File: config.mk
export PLATFORM = sky130hd
export DESIGN_NAME = fram_txn_ctrl
export DESIGN_NICKNAME = d
export VERILOG_FILES = /design/src/rtl/fram_txn_pkg.sv /design/src/rtl/fram_devsel_dec.sv /design/src/rtl/fram_addr_latch.sv /design/src/rtl/fram_wp_guard.sv /design/src/rtl/fram_txn_fsm.sv /design/src/rtl/fram_txn_ctrl.sv
export SDC_FILE = /design/constraint.sdc
export NUM_CORES = 1
export LEC_CHECK = 0
export CAP_MARGIN = 20
export CORE_MARGIN = 10
export CORE_UTILIZATION = 39
export CTS_CLUSTER_SIZE = 30
export DETAILED_ROUTE_END_ITERATION = 16
export GPL_TIMING_DRIVEN = 0
export HOLD_SLACK_MARGIN = 0.15
export PLACE_DENSITY = 0.86
export SETUP_SLACK_MARGIN = 0.02
export SLEW_MARGIN = 40
export SYNTH_ARGS = -nofsm -noshare
export SYNTH_HDL_FRONTEND = slang
export SYNTH_SLANG_ARGS = --single-unit
File: constraint.sdc
create_clock -name clk -period 1.4 [get_ports clk]
set_input_delay 0.21 -clock clk [delete_from_list [all_inputs] [get_ports clk]]
set_output_delay 0.21 -clock clk [all_outputs]
set_load 0.01 [all_outputs]
File: src/rtl/fram_txn_pkg.sv
package fram_txn_pkg;
  localparam int BYTE_W = 8;

  typedef enum logic [2:0] {
    ST_IDLE,
    ST_SEL,
    ST_AHI,
    ST_ALO,
    ST_WDAT,
    ST_RDAT,
    ST_SKIP
  } txn_st_t;
endpackage

File: src/rtl/fram_devsel_dec.sv
module fram_devsel_dec #(
  parameter int SEL_W = 3,
  parameter logic [3:0] DEV_ID = 4'b1010
) (
  input  logic [7:0]       sel_byte,
  input  logic [SEL_W-1:0] sel_pins,
  output logic             hit,
  output logic             rd
);
  localparam int ID_LSB = SEL_W + 1;

  function automatic logic id_match(input logic [7:0] b, input logic [SEL_W-1:0] p);
    return (b[7:ID_LSB] == DEV_ID[7-ID_LSB:0]) && (b[SEL_W:1] == p);
  endfunction

  always_comb begin
    hit = id_match(sel_byte, sel_pins);
    rd  = sel_byte[0];
  end
endmodule

File: src/rtl/fram_addr_latch.sv
module fram_addr_latch #(
  parameter int ADDR_W = 13
) (
  input  logic              clk,
  input  logic              rst_n,
  input  logic              ld_hi,
  input  logic              ld_lo,
  input  logic              inc,
  input  logic [7:0]        byte_in,
  output logic [ADDR_W-1:0] addr_q
);
  localparam int HI_W = ADDR_W - 8;

  logic [HI_W-1:0] hi_q;

  function automatic logic [ADDR_W-1:0] addr_step(input logic [ADDR_W-1:0] a);
    return a + ADDR_W'(1);
  endfunction

  always_ff @(posedge clk or negedge rst_n) begin
    if (!rst_n) begin
      hi_q   <= '0;
      addr_q <= '0;
    end else begin
      if (ld_hi) hi_q <= byte_in[HI_W-1:0];
      if (ld_lo) addr_q <= {hi_q, byte_in};
      else if (inc) addr_q <= addr_step(addr_q);
    end
  end
endmodule

File: src/rtl/fram_wp_guard.sv
module fram_wp_guard #(
  parameter int ADDR_W = 13,
  parameter bit PROT_EN = 1'b1
) (
  input  logic              wp,
  input  logic [ADDR_W-1:0] addr,
  output logic              prot
);
  function automatic logic in_top_quarter(input logic [ADDR_W-1:0] a);
    return a[ADDR_W-1] & a[ADDR_W-2];
  endfunction

  generate
    if (PROT_EN) begin : g_guard
      always_comb prot = wp & in_top_quarter(addr);
    end else begin : g_open
      always_comb prot = 1'b0;
    end
  endgenerate
endmodule

File: src/rtl/fram_txn_fsm.sv
module fram_txn_fsm
  import fram_txn_pkg::*;
(
  input  logic    clk,
  input  logic    rst_n,
  input  logic    ev_start,
  input  logic    ev_stop,
  input  logic    ev_byte_vld,
  input  logic    ev_tx_done,
  input  logic    ev_mack_vld,
  input  logic    ev_mack_ok,
  input  logic    sel_hit,
  input  logic    sel_rd,
  input  logic    prot,
  output txn_st_t st_q,
  output logic    resp_vld,
  output logic    resp_ok,
  output logic    ld_hi,
  output logic    ld_lo,
  output logic    wr_go,
  output logic    wr_blocked,
  output logic    addr_inc
);
  txn_st_t st_d;

  always_comb begin
    st_d       = st_q;
    resp_vld   = 1'b0;
    resp_ok    = 1'b0;
    ld_hi      = 1'b0;
    ld_lo      = 1'b0;
    wr_go      = 1'b0;
    wr_blocked = 1'b0;
    addr_inc   = 1'b0;
    if (ev_stop) begin
      st_d = ST_IDLE;
    end else if (ev_start) begin
      st_d = ST_SEL;
    end else begin
      resp_vld = ev_byte_vld;
      unique case (st_q)
        ST_SEL: if (ev_byte_vld) begin
          resp_ok = sel_hit;
          if (!sel_hit)   st_d = ST_SKIP;
          else if (sel_rd) st_d = ST_RDAT;
          else            st_d = ST_AHI;
        end
        ST_AHI: if (ev_byte_vld) begin
          resp_ok = 1'b1;
          ld_hi   = 1'b1;
          st_d    = ST_ALO;
        end
        ST_ALO: if (ev_byte_vld) begin
          resp_ok = 1'b1;
          ld_lo   = 1'b1;
          st_d    = ST_WDAT;
        end
        ST_WDAT: if (ev_byte_vld) begin
          if (prot) begin
            wr_blocked = 1'b1;
            st_d       = ST_SKIP;
          end else begin
            resp_ok  = 1'b1;
            wr_go    = 1'b1;
            addr_inc = 1'b1;
          end
        end
        ST_RDAT: begin
          if (ev_tx_done) addr_inc = 1'b1;
          if (ev_mack_vld && !ev_mack_ok) st_d = ST_SKIP;
        end
        default: ;
      endcase
    end
  end

  always_ff @(posedge clk or negedge rst_n) begin
    if (!rst_n) st_q <= ST_IDLE;
    else        st_q <= st_d;
  end
endmodule

File: src/rtl/fram_txn_ctrl.sv
module fram_txn_ctrl
  import fram_txn_pkg::*;
#(
  parameter int ADDR_W = 13,
  parameter int SEL_W = 3,
  parameter logic [3:0] DEV_ID = 4'b1010,
  parameter bit PROT_EN = 1'b1
) (
  input  logic              clk,
  input  logic              rst_n,
  input  logic [SEL_W-1:0]  sel_pins,
  input  logic              wp,
  input  logic              ev_start,
  input  logic              ev_stop,
  input  logic              ev_byte_vld,
  input  logic [7:0]        ev_byte,
  input  logic              ev_tx_done,
  input  logic              ev_mack_vld,
  input  logic              ev_mack_ok,
  output logic              ack_vld,
  output logic              ack_ok,
  output logic              tx_en,
  output logic [7:0]        tx_data,
  output logic [ADDR_W-1:0] ram_addr,
  output logic              ram_we,
  output logic [7:0]        ram_wdata,
  input  logic [7:0]        ram_rdata
);
  txn_st_t st_q;
  logic sel_hit, sel_rd, prot;
  logic resp_vld, resp_ok, ld_hi, ld_lo, wr_go;
  logic wr_blocked, addr_inc;
  logic [ADDR_W-1:0] addr_q;

  fram_devsel_dec #(.SEL_W(SEL_W), .DEV_ID(DEV_ID)) u_dec (
    .sel_byte(ev_byte), .sel_pins(sel_pins), .hit(sel_hit), .rd(sel_rd)
  );

  fram_wp_guard #(.ADDR_W(ADDR_W), .PROT_EN(PROT_EN)) u_guard (
    .wp(wp), .addr(addr_q), .prot(prot)
  );

  fram_txn_fsm u_fsm (
    .clk(clk), .rst_n(rst_n),
    .ev_start(ev_start), .ev_stop(ev_stop), .ev_byte_vld(ev_byte_vld),
    .ev_tx_done(ev_tx_done), .ev_mack_vld(ev_mack_vld), .ev_mack_ok(ev_mack_ok),
    .sel_hit(sel_hit), .sel_rd(sel_rd), .prot(prot),
    .st_q(st_q), .resp_vld(resp_vld), .resp_ok(resp_ok),
    .ld_hi(ld_hi), .ld_lo(ld_lo), .wr_go(wr_go),
    .wr_blocked(wr_blocked), .addr_inc(addr_inc)
  );

  fram_addr_latch #(.ADDR_W(ADDR_W)) u_addr (
    .clk(clk), .rst_n(rst_n), .ld_hi(ld_hi), .ld_lo(ld_lo),
    .inc(addr_inc), .byte_in(ev_byte), .addr_q(addr_q)
  );

  always_ff @(posedge clk or negedge rst_n) begin
    if (!rst_n) begin
      ack_vld <= 1'b0;
      ack_ok  <= 1'b0;
    end else begin
      ack_vld <= resp_vld;
      ack_ok  <= resp_vld & resp_ok;
    end
  end

  always_comb begin
    ram_addr  = addr_q;
    ram_we    = wr_go;
    ram_wdata = ev_byte;
    tx_en     = (st_q == ST_RDAT);
    tx_data   = ram_rdata;
  end
endmodule

==> results of run 1 <==
-- registers in the layout (all words and copies together) (netlist names) --
register / count
u_addr.addr_q: 13
u_addr.hi_q: 5
u_fsm.st_q: 3
ack_ok: 1
ack_vld: 1
-- worst register-to-register path, delay by kind of cell (launching register included) --
family	cells	cell delay, ns
flops	1	0.38
buf+inv	4	0.60
compound gates	1	0.36
simple gates	2	0.32
-- final cells by class --
class                      instances  area share [%]
buffer                            23            7.36
inverter                           6           0.843
clock inverter                     1           0.187
sequential                        23            21.8
tap                               48            2.25
timing repair buffer              80            28.0
multi-input combinational        113            38.0
clock buffer                       3            1.55
-- timing repair --
item | 4_1_cts | 5_1_grt
setup buffers | 18 | 7
resized for setup | 79 | 43
pin swaps | 19 | 18
hold endpoints to repair | 23 | 0
gates cloned | 2 | 0
setup endpoints to repair | 44 | 29
hold buffers | 1 | 0
-- per-layer routing --
| layer | vias up | part of all wire, % |
|---|---|---|
| li1 | 753 | - |
| met1 | 817 | 39 |
| met2 | 97 | 50 |
| met3 | 22 | 8.0 |
| met4 | 0 | 3.1 |
| met5 | - | 0 |
-- worst max path at each step --
stage | from | end | slack, ns | depth (start not counted)
3_3_place_gp | ev_start | ram_we | -0.81 | 5
2_1_floorplan | u_fsm.st_q[0] | u_addr.addr_q[7] | -0.07 | 8
5_1_grt | u_fsm.st_q[0] | u_addr.addr_q[4] | -0.45 | 7
3_5_place_dp | ev_byte[4] | u_fsm.st_q[0] | -0.84 | 6
4_1_cts | u_fsm.st_q[0] | u_addr.addr_q[11] | -0.21 | 8
6_report | u_fsm.st_q[0] | u_addr.addr_q[4] | -0.38 | 7
-- power groups by stage --
stage,combinational (µW),sequential (µW),clock (µW)
2_1_floorplan,229,855,0
3_3_place_gp,521,844,0
3_5_place_dp,532,848,0
4_1_cts,592,829,425
5_1_grt,731,858,443
6_report,676,847,425
-- metrics by stage --
| step | hold slack [ns] | worst slack (ns) | total power, µW | area (µm²) |
|---|---|---|---|---|
| global route | 0.280 | -0.452 | 2030 | 2670 |
| detailed placement | 0.215 | -0.844 | 1380 | 2100 |
| CTS | 0.388 | -0.215 | 1850 | 2470 |
| global placement | 0.463 | -0.812 | 1370 | 2100 |
| finish | 0.247 | -0.385 | 1950 | 2670 |
| floorplan | -0.0856 | -0.0693 | 1080 | 1520 |
-- layout by cell type, fill, tap and decap left out, drive strengths merged, types with 5 or more instances in the layout --
cell type / netlist / final
clkbuf: 2 / 7
a21oi: 5 / 5
nand2: 20 / 20
nand3: 8 / 8
nor2: 10 / 10
o21ai: 13 / 13
mux2: 5 / 5
dfrtp: 23 / 23
dlygate4sd2: 0 / 19
buf: 21 / 51
inv: 6 / 6
clkdlybuf4s50: 0 / 22
o311ai: 9 / 9
-- cell families after synthesis --
family                   Yosys count
AND/OR/NAND/NOR                   63
multiplexers                       6
buffers and inverters             29
flip-flops                        23
XOR/XNOR                           4
adder cells (fa/ha/maj)            1
AO/OA/AOI/OAI                     39
==> results, run 1 <==
- The category of cells accounting for the largest share of critical-path delay is buffers and inverters.
- The total routing resource utilization after global routing is 15.8%.
- Traced cell by cell, the critical path runs through buf_6 -> nand4b_1 -> nand4b_4 -> buf_8 -> buf_4 -> buf_16 -> o311ai_1.
- The count of placed standard cells including taps is 265.
- The final wirelength is 5860 µm.
- The category of the worst setup path capture point is a register.
- The number of optimization iterations in the first detailed-route pass is 4.
- STA puts the critical path data arrival time at 1.93 ns.
- The number of levels in the clock H-tree is 1.
- In the synthesized netlist, the cells that appear most often are sky130_fd_sc_hd__dfrtp_1 (23), sky130_fd_sc_hd__nand2_1 (20), sky130_fd_sc_hd__buf_4 (18), sky130_fd_sc_hd__o21ai_0 (13), sky130_fd_sc_hd__nor2_1 (10).
- The tree is rooted in a sky130_fd_sc_hd__clkbuf_8.
- The category of the worst setup path launch point is a register.
- The count of final setup violators is 22.
- Yosys mapped the design onto 40 distinct sky130hd cell types.
- sky130_fd_sc_hd__dfrtp_1 takes more of the synthesized area than any other cell.
- The dominant combinational cell family by area after synthesis is simple AND/OR/NAND/NOR gates.
- The tree built by TritonCTS fans out to 23 sinks.
- The checks that failed: negative setup slack.
- The basic-gate share of the synthesized area counting and, or, nand and nor cells is 23.6%.
- The wire length of the first global-routing pass is 8370 µm.
- The maximum operating frequency is 560 MHz.
- The most used standard cell by instance count after synthesis is sky130_fd_sc_hd__dfrtp_1.
- The endpoint of the worst-slack reg-to-reg timing path is u_addr.addr_q[4].
- The transition at the pin with the smallest max-transition slack is 0.540 ns.
- After clock tree synthesis, the clock-pin slew on the worst setup and hold paths is 0.08 ns.
- In this design, the stage delay of the slowest critical-path cell is 0.38 ns.
- The launch point of the worst hold path is ev_byte[0].
- Among all stages on the critical path, the largest delay is contributed by sky130_fd_sc_hd__dfrtp_1.
- The area growth from synthesis to final layout is 81.5%.
- Counting every net in the synthesized netlist gives 194.
- The remaining number of nets flagged by the antenna check after routing is 0.
- Max-cap violations in this run came to 0.
- The die area is 6630 µm².
- The dominant synthesized flop cell is sky130_fd_sc_hd__dfrtp_1.
- The shortest clock period the worst path allows after layout is 1.78 ns.
- The CTS tree is done.
- The share of synthesized cell area in full adder, half adder and majority cells is 0.850%.
- The final-layout setup total negative slack is -3.83 ns.
- The proportion of power drawn by combinational gates is 34.7%.
- The switching power is 656 µW.
- The area taken by multi-input logic gates is 1010 µm².
- The layout filler cell count is 239.
- Per report_power, the sequential group accounts for 43.5% of the total.
- The share of the Yosys chip area taken by registers is 39.1%.
- The number of antenna violations at the first check in global routing is 0.
- At the later pin of the worst-skew pair, clock insertion delay measures 0.27 ns.
- Global routing consumed, on the met3 layer, 4.69% of the routing resources.
- The clock skew is 0.00341 ns.
- Dividing the detail-routed via count by the number of cells gives 5.69.
- The initial utilization of the core area, before any placement, comes to 40.2%.
- The number of cells on the worst hold path is 3.
- Setup slack on the critical path of the routed design comes to -0.385 ns.
- The internal power of the cells is 1290 µW.
- For this run, design rule violations remaining after detail routing come to 0.
- The number of buffer and inverter stages on the critical path is 4.
- The fraction of synthesized cell area in xor and xnor cells is 2.38%.
- After global routing the overflow that remains totals 0.
- The cell count after synthesis came out at 165.
- Summed over all cells, the static leakage comes to 0.00121 µW.
- The max-slew violation count is 0.
- In the final routed layout, each cell accounts on average for 19.7 µm.
- Of the cells placed in the final design, the portion with a size suffix greater than 1 is 47.4%.
- Detailed routing inserted a total of 1,689 vias.
- The utilization of the core after routing is 72.9%.
- The path depth of the worst reg2reg path is 7.
- The final cell count without fillers is 297.
- The worst path uses 127% of the clock period.
- The setup path with the least slack is of type reg2reg.
- The area taken by flip-flops and latches is 583 µm².
- During synthesis, Yosys emitted a total of 0 warnings.
- For this run, global-route usage on met2 was measured as 27.3%.
- The congestion estimate from routability-driven global placement came to 0.866.
- Yosys attributes the largest share of cell area to sky130_fd_sc_hd__dfrtp_1 (39%), sky130_fd_sc_hd__buf_4 (9.2%), sky130_fd_sc_hd__o311ai_0 (5.4%).
- The count of flip-flops with a built-in enable after synthesis is 0.
- The portion of netlist area occupied by mux cells is 4.51%.
- Entering global routing, the biggest net connects 24 pins.
- The area fraction in compound gates after synthesis is 17.3%.
- The top cell type's share of synthesized area is 39.1%.
- The data required time at the worst endpoint is 1.54 ns.
- A synthesized cell averages 8.92 µm².
- Across all register-to-register paths, the minimum setup slack is -0.38 ns.
- The core area is 3660 µm².
- The number of global-route vias before repair was 1,639.
- For this run, the post-layout net count is 279.
- The peak ir drop on the vdd network is 0.635 mV.
- The met1 track utilization from global routing is 19.1%.
- The path class of the lowest-slack min-delay path is in2reg.
- Measured against its own limit, the worst slew margin works out to 64.0%.
- Dividing total power by cell area gives a power density of 730 nW/µm².
- The capture endpoint of the worst hold path is u_addr.hi_q[0].
- The die is 81.4 µm tall.
- The number of top-level pins is 61.
- The count of input and output buffers is 52.
- The DRC violation total after the first TritonRoute iteration is 146.
- The total clock buffers created by CTS is 3.
- The launch point of the worst reg-to-reg path is u_fsm.st_q[0].
- The clock passes through at most 2 buffers.
- The repair_antennas step left the layout with diodes totalling 0.
- Of all nets on the critical path, the largest fanout is 8.
- The global routing stage identified its most utilized layer as met2.
- Summed over all nets, the half-perimeter wirelength after detailed placement is 3360 µm.
- In this run the core area contains 22 standard-cell rows.
- In this run switching power makes up 33.7% of total power.
- The synthesized design contains 23 register bits.
- Setup repair after global routing could not meet its margin everywhere.
- The cell area after synthesis is 1470 µm².
- The die is 81.4 µm wide.
- The hold violation count in the final report is 0.
- For this run, asynchronously set or reset flops after synthesis account for 100%.
- The part of the power in the clock network is 21.8%.
- The flow ran to the end, but the final reports show violations.
Note: power is estimated with default switching activity, not from simulation.
==> inputs of run 2 (changes only) <==
--- a/config.mk
+++ b/config.mk
@@ -5,14 +5,13 @@
 export SDC_FILE = /design/constraint.sdc
 export NUM_CORES = 1
 export LEC_CHECK = 0
-export CAP_MARGIN = 20
 export CORE_MARGIN = 10
-export CORE_UTILIZATION = 39
+export CORE_UTILIZATION = 43
 export CTS_CLUSTER_SIZE = 30
 export DETAILED_ROUTE_END_ITERATION = 16
 export GPL_TIMING_DRIVEN = 0
 export HOLD_SLACK_MARGIN = 0.15
-export PLACE_DENSITY = 0.86
+export PLACE_DENSITY = 0.89
 export SETUP_SLACK_MARGIN = 0.02
 export SLEW_MARGIN = 40
 export SYNTH_ARGS = -nofsm -noshare
==> constraint.sdc (replaced) <==
create_clock -name clk -period 1.98 [get_ports clk]
set_input_delay 0.297 -clock clk [delete_from_list [all_inputs] [get_ports clk]]
set_output_delay 0.297 -clock clk [all_outputs]
set_load 0.01 [all_outputs]
==> results, run 2 (synthesized netlist as in run 1, its figures left out) <==
- Result of the run: finished, final reports clean (was finished with violations).
- The via count came to 1,428 (was 1,689).
- The starting utilization of the core area is 44.4% (was 40.2%).
- The delay of the slowest cell on the worst path was 0.53 ns (was 0.38 ns).
- The count of final setup violators is 0 (was 22).
- The endpoint of the worst-slack reg-to-reg timing path is u_addr.addr_q[7] (was u_addr.addr_q[4]).
- The transition at the pin with the smallest max-transition slack was 0.529 ns (was 0.540 ns).
- The clock tree buffer depth is 2 (unchanged).
- The placement row count is 21 (was 22).
- The flip-flop count of the largest register after layout is 13 (unchanged).
- The count of input and output buffers is 52 (unchanged).
- The proportion of power drawn by combinational gates is 30.9% (was 34.7%).
- Largest registers: u_addr.addr_q (13), u_addr.hi_q (5), u_fsm.st_q (3) (unchanged).
- The library cell used as clock root buffer is sky130_fd_sc_hd__clkbuf_4 (was sky130_fd_sc_hd__clkbuf_8).
- The internal power of the cells is 814 µW (was 1290 µW).
- The proportion of layout cells with a drive suffix above 1 is 17.5% (was 47.4%).
- The switching part of the total power is 31.3% (was 33.7%).
- The pin count of the biggest net entering global routing is 24 (unchanged).
- The number of top-level pins was 61 (unchanged).
- The total grt overflow is 0 (unchanged).
- The number of antenna violations at the first check in global routing is 0 (unchanged).
- The path depth of the worst reg2reg path is 8 (was 7).
- The total clock buffers created by CTS came to 3 (unchanged).
- The final wirelength is 4230 µm (was 5860 µm).
- The slowest cell on the critical path is sky130_fd_sc_hd__clkdlybuf4s50_1 (was sky130_fd_sc_hd__dfrtp_1).
- The average detailed-routed wire length per instance was 15.7 µm (was 19.7 µm).
- The chip height is 78.5 µm (was 81.4 µm).
- The number of levels in the clock H-tree is 1 (unchanged).
- The reported max-cap violation count is 0 (unchanged).
- The launch point of the worst reg-to-reg path was u_fsm.st_q[0] (unchanged).
- The per-cell via count in the routed design is 5.31 (was 5.69).
- The number of antenna cells inserted is 0 (unchanged).
- Timing would allow up to 527 MHz.
- The peak ir drop on the vdd network is 0.315 mV (was 0.635 mV).
- The path class of the lowest-slack min-delay path is in2reg (unchanged).
- The data required time at the worst endpoint is 1.68 ns (was 1.54 ns).
- The die area is 6160 µm² (was 6630 µm²).
- The remaining number of nets flagged by the antenna check after routing is 0 (unchanged).
- The type of the worst setup path is reg2out (was reg2reg).
- The number of nets in the finished design is 253 (was 279).
- The total routing resource utilization after global routing was 13.4% (was 15.8%).
- The register-to-register setup slack is 0.19 ns (was -0.38 ns).
- The detailed placement HPWL came to 3210 µm (was 3360 µm).
- The DRC violation count after routing came to 0 (unchanged).
- The category of the worst setup path launch point is a register (unchanged).
- The number of global-route vias before repair is 1,478 (was 1,639).
- The cell area power density is 561 nW/µm² (was 730 nW/µm²).
- The capture endpoint of the worst hold path is u_fsm.st_q[2] (was u_addr.hi_q[0]).
- The proportion of power drawn by flip-flops and latches is 49.6% (was 43.5%).
- Dividing the final minimum period by the clock period gives 95.9%.
- The signal arrival time at the worst endpoint is 1.60 ns (was 1.93 ns).
- The switching power is 370 µW (was 656 µW).
- The power consumption is 1180 µW (was 1950 µW).
- The utilization of the core after routing was 63.8% (was 72.9%).
- Top library cells by usage in the layout, fill and taps aside: sky130_fd_sc_hd__clkdlybuf4s50_1 (49), sky130_fd_sc_hd__dfrtp_1 (23), sky130_fd_sc_hd__nand2_1 (20), sky130_fd_sc_hd__buf_4 (19), sky130_fd_sc_hd__o21ai_0 (13) (was sky130_fd_sc_hd__buf_4 (36), sky130_fd_sc_hd__clkdlybuf4s50_1 (22), sky130_fd_sc_hd__dlygate4sd2_1 (19), sky130_fd_sc_hd__nand2_1 (17), sky130_fd_sc_hd__dfrtp_1 (17)).
- The width of the chip is 78.5 µm (was 81.4 µm).
- Sequence of cells on the critical path: inv_1 -> and3_1 -> clkdlybuf4s50_1 (was buf_6 -> nand4b_1 -> nand4b_4 -> buf_8 -> buf_4 -> buf_16 -> o311ai_1).
- The largest driver fanout on the critical path is 7 (was 8).
- The CTS tree is done (unchanged).
- The DRC violation total after the first TritonRoute iteration is 121 (was 146).
- The category of cells accounting for the largest share of critical-path delay is buffers and inverters (unchanged).
- The insertion delay to the later sink of the worst-skew pair is 0.33 ns (was 0.27 ns).
- The clock skew is 0.00814 ns (was 0.00341 ns).
- The wire length of the first global-routing pass is 6910 µm (was 8370 µm).
- The core area is 3310 µm² (was 3660 µm²).
- The final estimated routing congestion in global placement came to 0.868 (was 0.866).
- The sink count of the clock tree came to 23 (unchanged).
- The clock-pin slew reported for the worst setup and hold paths after clock tree synthesis is 0.12 ns (was 0.08 ns).
- RSZ-0062 raised after global routing: false (was true).
- The area growth from synthesis to final layout is 43.5% (was 81.5%).
- The number of cells on the worst hold path is 2 (was 3).
- The commonest non-fill, non-tap cell in the layout is sky130_fd_sc_hd__clkdlybuf4s50_1 (was sky130_fd_sc_hd__buf_4).
- The max-slew violation count is 0 (unchanged).
- The part of the power in the clock network came to 19.6% (was 21.8%).
- The launch point of the worst hold path is ev_start (was ev_byte[0]).
- The worst relative slew slack came to 64.7% (was 64.0%).
- The hold violation count in the final report was 0 (unchanged).
- The shortest clock period the worst path allows after layout is 1.90 ns.
- The number of buffer and inverter stages on the critical path is 2 (was 4).
- The cell leakage power is 0.000891 µW (was 0.00121 µW).
- The number of optimization iterations in the first detailed-route pass was 4 (unchanged).
- The register with the most flip-flops is u_addr.addr_q (unchanged).
- The category of the worst setup path capture point is an output port (was register).
run 2: per-stage QoR:
step | instance area [µm²] | instances | worst slack (ns) | hold slack [ns] | setup TNS [ns]
2_1_floorplan | 1470 | 165 | 0.381 | 0.00141 | 0
3_3_place_gp | 2050 | 263 | -0.384 | 0.468 | -2.48
3_5_place_dp | 2040 | 263 | -0.367 | 0.300 | -2.80
4_1_cts | 2090 | 269 | 0.0748 | 0.466 | 0
5_1_grt | 2110 | 269 | 0.0254 | 0.368 | 0
6_report | 2110 | 269 | 0.0820 | 0.330 | 0
run 2: power by group through the flow:
stage,Sequential [µW],Combinational (µW),Clock (µW)
after global placement,592,356,0
after CTS,585,368,235
after detailed placement,594,362,0
after floorplan,599,151,0
final,587,365,232
after global routing,600,402,251
run 2: worst max-delay path by stage:
stage | start | slack, ns | cells after the start | endpoint
floorplan | u_fsm.st_q[0] | 0.38 | 8 | u_addr.addr_q[7]
global placement | ev_byte_vld | -0.38 | 5 | ram_we
detailed placement | ev_byte_vld | -0.37 | 5 | ram_we
CTS | ev_byte_vld | 0.07 | 5 | ram_we
global route | ev_byte_vld | 0.03 | 8 | u_addr.addr_q[9]
finish | u_fsm.st_q[1] | 0.08 | 3 | tx_en
run 2: final cells by class:
type                    count  area (µm²)
well taps                  46        57.6
repair buffers             54         531
clock buffers               4        26.3
plain buffers              23         163
fillers                   304        1200
flip-flops and latches     23         576
inverters                   6        22.5
multi-input cells         113         736
run 2: timing repair:
item	CTS	global route
resized for setup	2	8
pin swaps	1	0
setup endpoints to repair	1	6
hold buffers	1	0
gates cloned	0	0
hold endpoints to repair	23	0
buffers inserted	1	0
run 2: worst reg2reg max path: stages, from the launching register on:
cell	delay, ns
sky130_fd_sc_hd__dfrtp_1	0.40
sky130_fd_sc_hd__buf_4	0.17
sky130_fd_sc_hd__nand4b_1	0.19
sky130_fd_sc_hd__nand4b_2	0.16
sky130_fd_sc_hd__clkbuf_4	0.22
sky130_fd_sc_hd__clkbuf_4	0.22
sky130_fd_sc_hd__nor2_1	0.06
sky130_fd_sc_hd__o21ai_0	0.15
sky130_fd_sc_hd__o211ai_1	0.10
run 2: metal layers:
| metal | wire [µm] | GRT usage, % | up-vias |
|---|---|---|---|
| met4 | 51 | 4.84 | 0 |
| li1 | - | - | 701 |
| met1 | 1740 | 15.9 | 658 |
| met2 | 2020 | 21.4 | 64 |
| met5 | 0 | 0 | - |
| met3 | 412 | 5.24 | 5 |
